`src/rtl/scl_timer_pkg.sv`:
```
package scl_timer_pkg;

    typedef enum logic [1:0] {
        PH_IDLE = 2'd0,
        PH_LOW  = 2'd1,
        PH_WAIT = 2'd2,
        PH_HIGH = 2'd3
    } scl_phase_e;

endpackage

```
`src/rtl/scl_div_decode.sv`:
```
module scl_div_decode #(
    parameter int CODE_W    = 5,
    parameter int CNT_W     = 7,
    parameter int STD_BASE  = 65,
    parameter int FAST_BASE = 1,
    parameter int FAST_MIN  = 8
) (
    input  logic [CODE_W-1:0] code,
    input  logic              fast,
    output logic [CNT_W-1:0]  low_len,
    output logic [CNT_W-1:0]  high_len,
    output logic              inhibit
);

    localparam logic [CNT_W-1:0]  STD_B  = CNT_W'(STD_BASE);
    localparam logic [CNT_W-1:0]  FAST_B = CNT_W'(FAST_BASE);
    localparam logic [CNT_W-1:0]  ONE    = CNT_W'(1);
    localparam logic [CODE_W-1:0] MIN_C  = CODE_W'(FAST_MIN);

    logic [CNT_W-1:0] code_w;
    assign code_w = CNT_W'(code);

    // Low phase = m; high phase counted after the line is seen high.
    always_comb begin
        if (fast) begin
            low_len  = code_w + FAST_B;
            high_len = (low_len >> 1) + ONE;
        end else begin
            low_len  = code_w + STD_B;
            high_len = low_len + ONE;
        end
    end

    assign inhibit = fast && (code < MIN_C);

endmodule

```
`src/rtl/scl_phase_counter.sv`:
```
module scl_phase_counter #(
    parameter int CNT_W = 7
) (
    input  logic             clk,
    input  logic             rst_n,
    input  logic             clr,
    input  logic             en,
    output logic [CNT_W-1:0] cnt
);

    always_ff @(posedge clk or negedge rst_n) begin
        if (!rst_n) begin
            cnt <= '0;
        end else if (clr) begin
            cnt <= '0;
        end else if (en) begin
            cnt <= cnt + CNT_W'(1);
        end
    end

    // an enabled count advances by exactly one
    p_count_step_r2: assert property (@(posedge clk) disable iff (!rst_n)
        (!clr && en) |=> (cnt == $past(cnt) + CNT_W'(1)));

    // a frozen count (held low phase) does not move
    p_count_freeze_r10: assert property (@(posedge clk) disable iff (!rst_n)
        (!clr && !en) |=> $stable(cnt));

endmodule

```
`src/rtl/scl_phase_fsm.sv`:
```
module scl_phase_fsm
    import scl_timer_pkg::*;
#(
    parameter int CNT_W    = 7,
    parameter int SDA_HOLD = 5
) (
    input  logic             clk,
    input  logic             rst_n,
    input  logic             bit_req,
    input  logic             hold_req,
    input  logic             scl_in,
    input  logic             inhibit,
    input  logic [CNT_W-1:0] cnt,
    input  logic [CNT_W-1:0] low_lim,
    input  logic [CNT_W-1:0] high_lim,
    output logic             cnt_clr,
    output logic             cnt_en,
    output logic             load_cfg,
    output logic             scl_oe,
    output logic             busy,
    output logic             sda_change,
    output logic             sda_sample,
    output logic             bit_done
);

    localparam logic [CNT_W-1:0] HOLD_IDX = CNT_W'(SDA_HOLD - 1);
    localparam logic [CNT_W-1:0] ONE      = CNT_W'(1);

    scl_phase_e state_q, state_d;

    logic low_last, high_last, high_end, restart;

    assign low_last  = (cnt == low_lim - ONE);
    assign high_last = (cnt == high_lim - ONE);
    assign high_end  = high_last || !scl_in;
    assign restart   = bit_req && !inhibit;

    always_ff @(posedge clk or negedge rst_n) begin
        if (!rst_n) begin
            state_q <= PH_IDLE;
        end else begin
            state_q <= state_d;
        end
    end

    always_comb begin
        state_d  = state_q;
        cnt_clr  = 1'b0;
        cnt_en   = 1'b0;
        load_cfg = 1'b0;
        unique case (state_q)
            PH_IDLE: begin
                if (restart) begin
                    state_d  = PH_LOW;
                    cnt_clr  = 1'b1;
                    load_cfg = 1'b1;
                end
            end
            PH_LOW: begin
                if (low_last) begin
                    if (!hold_req) begin
                        state_d = PH_WAIT;
                    end
                end else begin
                    cnt_en = 1'b1;
                end
            end
            PH_WAIT: begin
                if (scl_in) begin
                    state_d = PH_HIGH;
                    cnt_clr = 1'b1;
                end
            end
            PH_HIGH: begin
                if (high_end) begin
                    if (restart) begin
                        state_d  = PH_LOW;
                        cnt_clr  = 1'b1;
                        load_cfg = 1'b1;
                    end else begin
                        state_d = PH_IDLE;
                    end
                end else begin
                    cnt_en = 1'b1;
                end
            end
            default: state_d = PH_IDLE;
        endcase
    end

    always_comb begin
        scl_oe     = 1'b0;
        busy       = 1'b1;
        sda_change = 1'b0;
        sda_sample = 1'b0;
        bit_done   = 1'b0;
        unique case (state_q)
            PH_IDLE: busy = 1'b0;
            PH_LOW: begin
                scl_oe     = 1'b1;
                sda_change = (cnt == HOLD_IDX);
            end
            PH_WAIT: begin
                scl_oe = 1'b0;
            end
            PH_HIGH: begin
                sda_sample = (cnt == '0);
                bit_done   = high_end;
            end
            default: busy = 1'b0;
        endcase
    end

    // an inhibited code never starts a bit
    p_inhibit_blocks_r11: assert property (@(posedge clk) disable iff (!rst_n)
        (state_q == PH_IDLE && inhibit) |=> (state_q == PH_IDLE));

    // a low line after release keeps the block waiting
    p_stretch_wait_r5: assert property (@(posedge clk) disable iff (!rst_n)
        (state_q == PH_WAIT && !scl_in) |=> (state_q == PH_WAIT && !scl_oe));

    // hold request keeps SCL pulled low
    p_hold_low_r10: assert property (@(posedge clk) disable iff (!rst_n)
        (state_q == PH_LOW && hold_req) |=> scl_oe);

    // another master pulling SCL low ends the high phase
    p_sync_end_r6: assert property (@(posedge clk) disable iff (!rst_n)
        (state_q == PH_HIGH && !scl_in) |=> (state_q != PH_HIGH));

    // the change point lies inside the low phase
    p_change_low_r7: assert property (@(posedge clk) disable iff (!rst_n)
        sda_change |-> scl_oe);

    // sampling only while the line is high
    p_sample_high_r8: assert property (@(posedge clk) disable iff (!rst_n)
        sda_sample |-> scl_in);

    // the three event pulses never coincide
    p_pulses_apart_r9: assert property (@(posedge clk) disable iff (!rst_n)
        $onehot0({sda_change, sda_sample, bit_done}));

endmodule

```
`src/rtl/scl_bit_timer.sv`:
```
module scl_bit_timer #(
    parameter int CODE_W    = 5,
    parameter int STD_BASE  = 65,
    parameter int FAST_BASE = 1,
    parameter int FAST_MIN  = 8,
    parameter int SDA_HOLD  = 5
) (
    input  logic              clk,
    input  logic              rst_n,
    input  logic              fast_mode,
    input  logic [CODE_W-1:0] clk_sel,
    input  logic              bit_req,
    input  logic              hold_req,
    input  logic              scl_in,
    output logic              scl_oe,
    output logic              sda_change,
    output logic              sda_sample,
    output logic              bit_done,
    output logic              busy,
    output logic              cfg_err
);

    localparam int CNT_W = $clog2(STD_BASE + (1 << CODE_W) + 2);

    logic [CNT_W-1:0] low_len, high_len;
    logic [CNT_W-1:0] low_q, high_q;
    logic [CNT_W-1:0] cnt;
    logic             inhibit, cnt_clr, cnt_en, load_cfg;

    scl_div_decode #(
        .CODE_W   (CODE_W),
        .CNT_W    (CNT_W),
        .STD_BASE (STD_BASE),
        .FAST_BASE(FAST_BASE),
        .FAST_MIN (FAST_MIN)
    ) u_decode (
        .code    (clk_sel),
        .fast    (fast_mode),
        .low_len (low_len),
        .high_len(high_len),
        .inhibit (inhibit)
    );

    // Timing captured once per bit; later changes wait for the next bit.
    always_ff @(posedge clk or negedge rst_n) begin
        if (!rst_n) begin
            low_q  <= '0;
            high_q <= '0;
        end else if (load_cfg) begin
            low_q  <= low_len;
            high_q <= high_len;
        end
    end

    scl_phase_counter #(
        .CNT_W(CNT_W)
    ) u_count (
        .clk  (clk),
        .rst_n(rst_n),
        .clr  (cnt_clr),
        .en   (cnt_en),
        .cnt  (cnt)
    );

    scl_phase_fsm #(
        .CNT_W   (CNT_W),
        .SDA_HOLD(SDA_HOLD)
    ) u_fsm (
        .clk       (clk),
        .rst_n     (rst_n),
        .bit_req   (bit_req),
        .hold_req  (hold_req),
        .scl_in    (scl_in),
        .inhibit   (inhibit),
        .cnt       (cnt),
        .low_lim   (low_q),
        .high_lim  (high_q),
        .cnt_clr   (cnt_clr),
        .cnt_en    (cnt_en),
        .load_cfg  (load_cfg),
        .scl_oe    (scl_oe),
        .busy      (busy),
        .sda_change(sda_change),
        .sda_sample(sda_sample),
        .bit_done  (bit_done)
    );

    assign cfg_err = inhibit;

    // captured timing does not move while a bit runs
    p_cfg_frozen_r12: assert property (@(posedge clk) disable iff (!rst_n)
        (busy && !load_cfg) |=> $stable(low_q));

endmodule

```
`config.mk`:
```
export PLATFORM = sky130hd
export DESIGN_NAME = scl_bit_timer
export DESIGN_NICKNAME = d
export VERILOG_FILES = /design/src/rtl/scl_timer_pkg.sv /design/src/rtl/scl_div_decode.sv /design/src/rtl/scl_phase_counter.sv /design/src/rtl/scl_phase_fsm.sv /design/src/rtl/scl_bit_timer.sv
export SDC_FILE = /design/constraint.sdc
export NUM_CORES = 1
export LEC_CHECK = 0
export BUFFER_PORTS_ARGS = -buffer_cell sky130_fd_sc_hd__buf_2
export CAP_MARGIN = 30
export CORE_ASPECT_RATIO = 0.7
export CORE_UTILIZATION = 29
export CTS_CLUSTER_SIZE = 12
export DETAILED_ROUTE_END_ITERATION = 16
export SLEW_MARGIN = 20
export SYNTH_ARGS = -nofsm -noshare
export SYNTH_HDL_FRONTEND = slang
export SYNTH_SLANG_ARGS = --single-unit
```
`constraint.sdc`:
```
create_clock -name clk -period 3.54 [get_ports clk]
set_clock_uncertainty 0.15 [all_clocks]
set_input_delay 0.708 -clock clk [delete_from_list [all_inputs] [get_ports clk]]
set_output_delay 0.708 -clock clk [all_outputs]
set_load 0.05 [all_outputs]
```
==> results.ini <==
[run_status]
run_status = finished, final reports clean

[setup_path]
worstPathArrival_ns = 2.50
cp-start-kind = register
slowest_delay_ns = 0.57
r2r_start = high_q[0]$_DFFE_PN0P_
critPathCaptureType = output pin
critPathLaunch = high_q[0]$_DFFE_PN0P_
cp_max_fo = 3
worst_path_max_delay_cell = or4b_4
ff2ff_path_depth = 9
crit_path_cell_trace = inv_1 -> ha_1 -> xor2_1 -> o211ai_1 -> or4b_4 -> o31ai_4 -> and2_1 -> clkbuf_4
required_ns = 2.68
crit_type = reg -> out

[clocking]
clk_pin_slew_ns = 0.09
cts_buffers = 3
clkLatencyLatePin_ns = 0.27
cts.path.max_buffers = 2
cts_sinks = 23
cts_setup_buffers = 0
cts-resized-gates = 0
cts_hold_buf = 0
cts.htree.levels = 1
cts_root_buf = clkbuf_8
cts_tree = built

[timing]
finalCritPeriodShare_pct = 94.9
fin_crit_ns = 3.36
max_freq_mhz = 298
setup_violations = 0
hold_viol = 0
hold_slack_ns = 0.253
rsz0062_at_grt = no
max_slew_margin_pct = 60.2
worst_pin_slew_ns = 0.593
final_max_slew_viol_count = 0
finalSetupTns_ns = 0

[grt]
grt_start_max_net_pins = 24
antenna_found_initial = 0
grt_use_total_pct = 13.2
grt.overflow.total = 0
first_global_vias = 1399
grt_pass1_wl_um = 7180

[logic_synthesis]
syn-cell-area_mm2 = 0.00187
syn_avg_cell_area_um2 = 9.43
synth-seq-cells = 23
ys.flop_type = dfrtp_1
ys_warn_count = 0
syn-instance-count = 198
ys_top_cells_by_area = dfrtp_1 (31%), xnor2_1 (9.9%), ha_1 (8.0%)
synth.distinct_cells = 44
async_flop_share_pct = 100
seq_area_frac_synth_pct = 30.8
ys_top_cells_by_count = dfrtp_1 (23), xnor2_1 (21), inv_1 (20)
yosys.area.top_type_share_pct = 30.8
synth_edf_count = 0
synth.most_common_cell = dfrtp_1
yosysTopAreaCell = dfrtp_1
syn-num-nets = 221

[die]
io_pins = 17
rows = 24
die_area_mm2 = 0.00677
die_height_um = 69.1
core_area_mm2 = 0.00622
start_util_pct = 30.0
dieWidth_um = 97.9

[detailed_routing]
viasPerCell = 4.88
drcViolationCount = 0
wl_um = 4150
drtAntennaViolNets = 0
drt_first_iter_violations = 90
wire_per_inst_um = 14.3
firstDrtPassIters = 6
vias = 1415

[finish]
nets = 236
antenna_cells = 0
final_core_util_pct = 33.3
drive_above_1_share_pct = 16.5
area_growth_pct = 10.8
post_layout_nonfiller_instances = 290

[placed_design]
dpl.hpwl_um = 3130
gp_congestion = 0.798
placed_cells = 286
portBuffers = 16

[pwr]
finalPower_mw = 1.70
power_density_mw_per_mm2 = 821
leakage_nw = 0.916
ir_worst_vdd_mv = 0.235

[job]
cap_violations = 0

[worst_hold_path]
min_path_type = in -> async

==> critical path: cells and delay by family, from the launching register on <==
kind | cells | cell delay (ns)
fa+ha+maj | 1 | 0.21
compound gates | 2 | 0.33
simple gates | 2 | 0.74
xor+xnor | 1 | 0.23
buf+inv | 2 | 0.33
flops | 1 | 0.40
==> registers in the layout (all words and copies together) (netlist names) <==
| register | cells |
|---|---|
| high_q | 7 |
| u_fsm.state_q | 2 |
| low_q | 7 |
| u_count.cnt | 7 |
==> per-layer routing <==
metal	track usage, %	up-vias	wire length, um
met5	0	-	0
met4	1.01	0	12
met3	3.04	4	118
met2	20.7	19	1830
met1	19.3	682	2190
li1	-	710	-
==> final timing paths <==
| check | end | slack, ns |
|---|---|---|
| worst min-delay path | u_count.cnt[0]$_DFFE_PN0P_ | 0.25 |
| worst max-delay path | bit_done | 0.18 |
| max in group asynchronous | high_q[6]$_DFFE_PN0P_ | 2.61 |
| worst max register to register | high_q[2]$_DFFE_PN0P_ | 0.40 |
| worst min register to register | high_q[6]$_DFFE_PN0P_ | 0.37 |
| min in group clk | high_q[6]$_DFFE_PN0P_ | 0.37 |
==> final cells by class <==
class,instances,area (um2)
fillers,642,4150
multi-input cells,147,1180
flip-flops and latches,23,576
repair buffers,18,97.6
well taps,78,97.6
inverters,20,75.1
clock buffers,4,45.0
==> layout by cell type, fill, tap and decap left out, types with 9 or more instances in the layout <==
| master | Yosys | layout |
|---|---|---|
| buf_2 | 1 | 15 |
| nand2_1 | 9 | 9 |
| dfrtp_1 | 23 | 23 |
| xnor2_1 | 21 | 21 |
| xor2_1 | 9 | 9 |
| nor2_1 | 11 | 11 |
| ha_1 | 12 | 12 |
| mux2i_1 | 9 | 9 |
| inv_1 | 20 | 20 |
==> per-stage QoR <==
step           worst slack, ns  cell area [um2]
2_1_floorplan            0.222             1870
3_3_place_gp             0.488             2020
3_5_place_dp             0.452             2020
4_1_cts                  0.153             2070
5_1_grt                 0.0292             2070
6_report                 0.181             2070
==> logic make-up (layout without fill, tap and decap cells) <==
| group | count (synthesis) | after routing | share of synthesized area, % |
|---|---|---|---|
| compound gates | 34 | 34 | 15.4 |
| flops | 23 | 23 | 30.8 |
| fa+ha+maj | 12 | 12 | 8.04 |
| simple gates | 52 | 52 | 14.7 |
| buf+inv | 28 | 42 | 6.10 |
| mux | 19 | 19 | 10.9 |
| xor+xnor | 30 | 30 | 14.1 |
==> power breakdown <==
part	switching (mW)	leakage, nW	total [mW]	internal, mW
clock	0.0891	0.0228	0.170	0.0805
sequential	0.124	0.287	0.496	0.372
combinational	0.603	0.606	1.03	0.430
(Power assumes the default switching activity.)
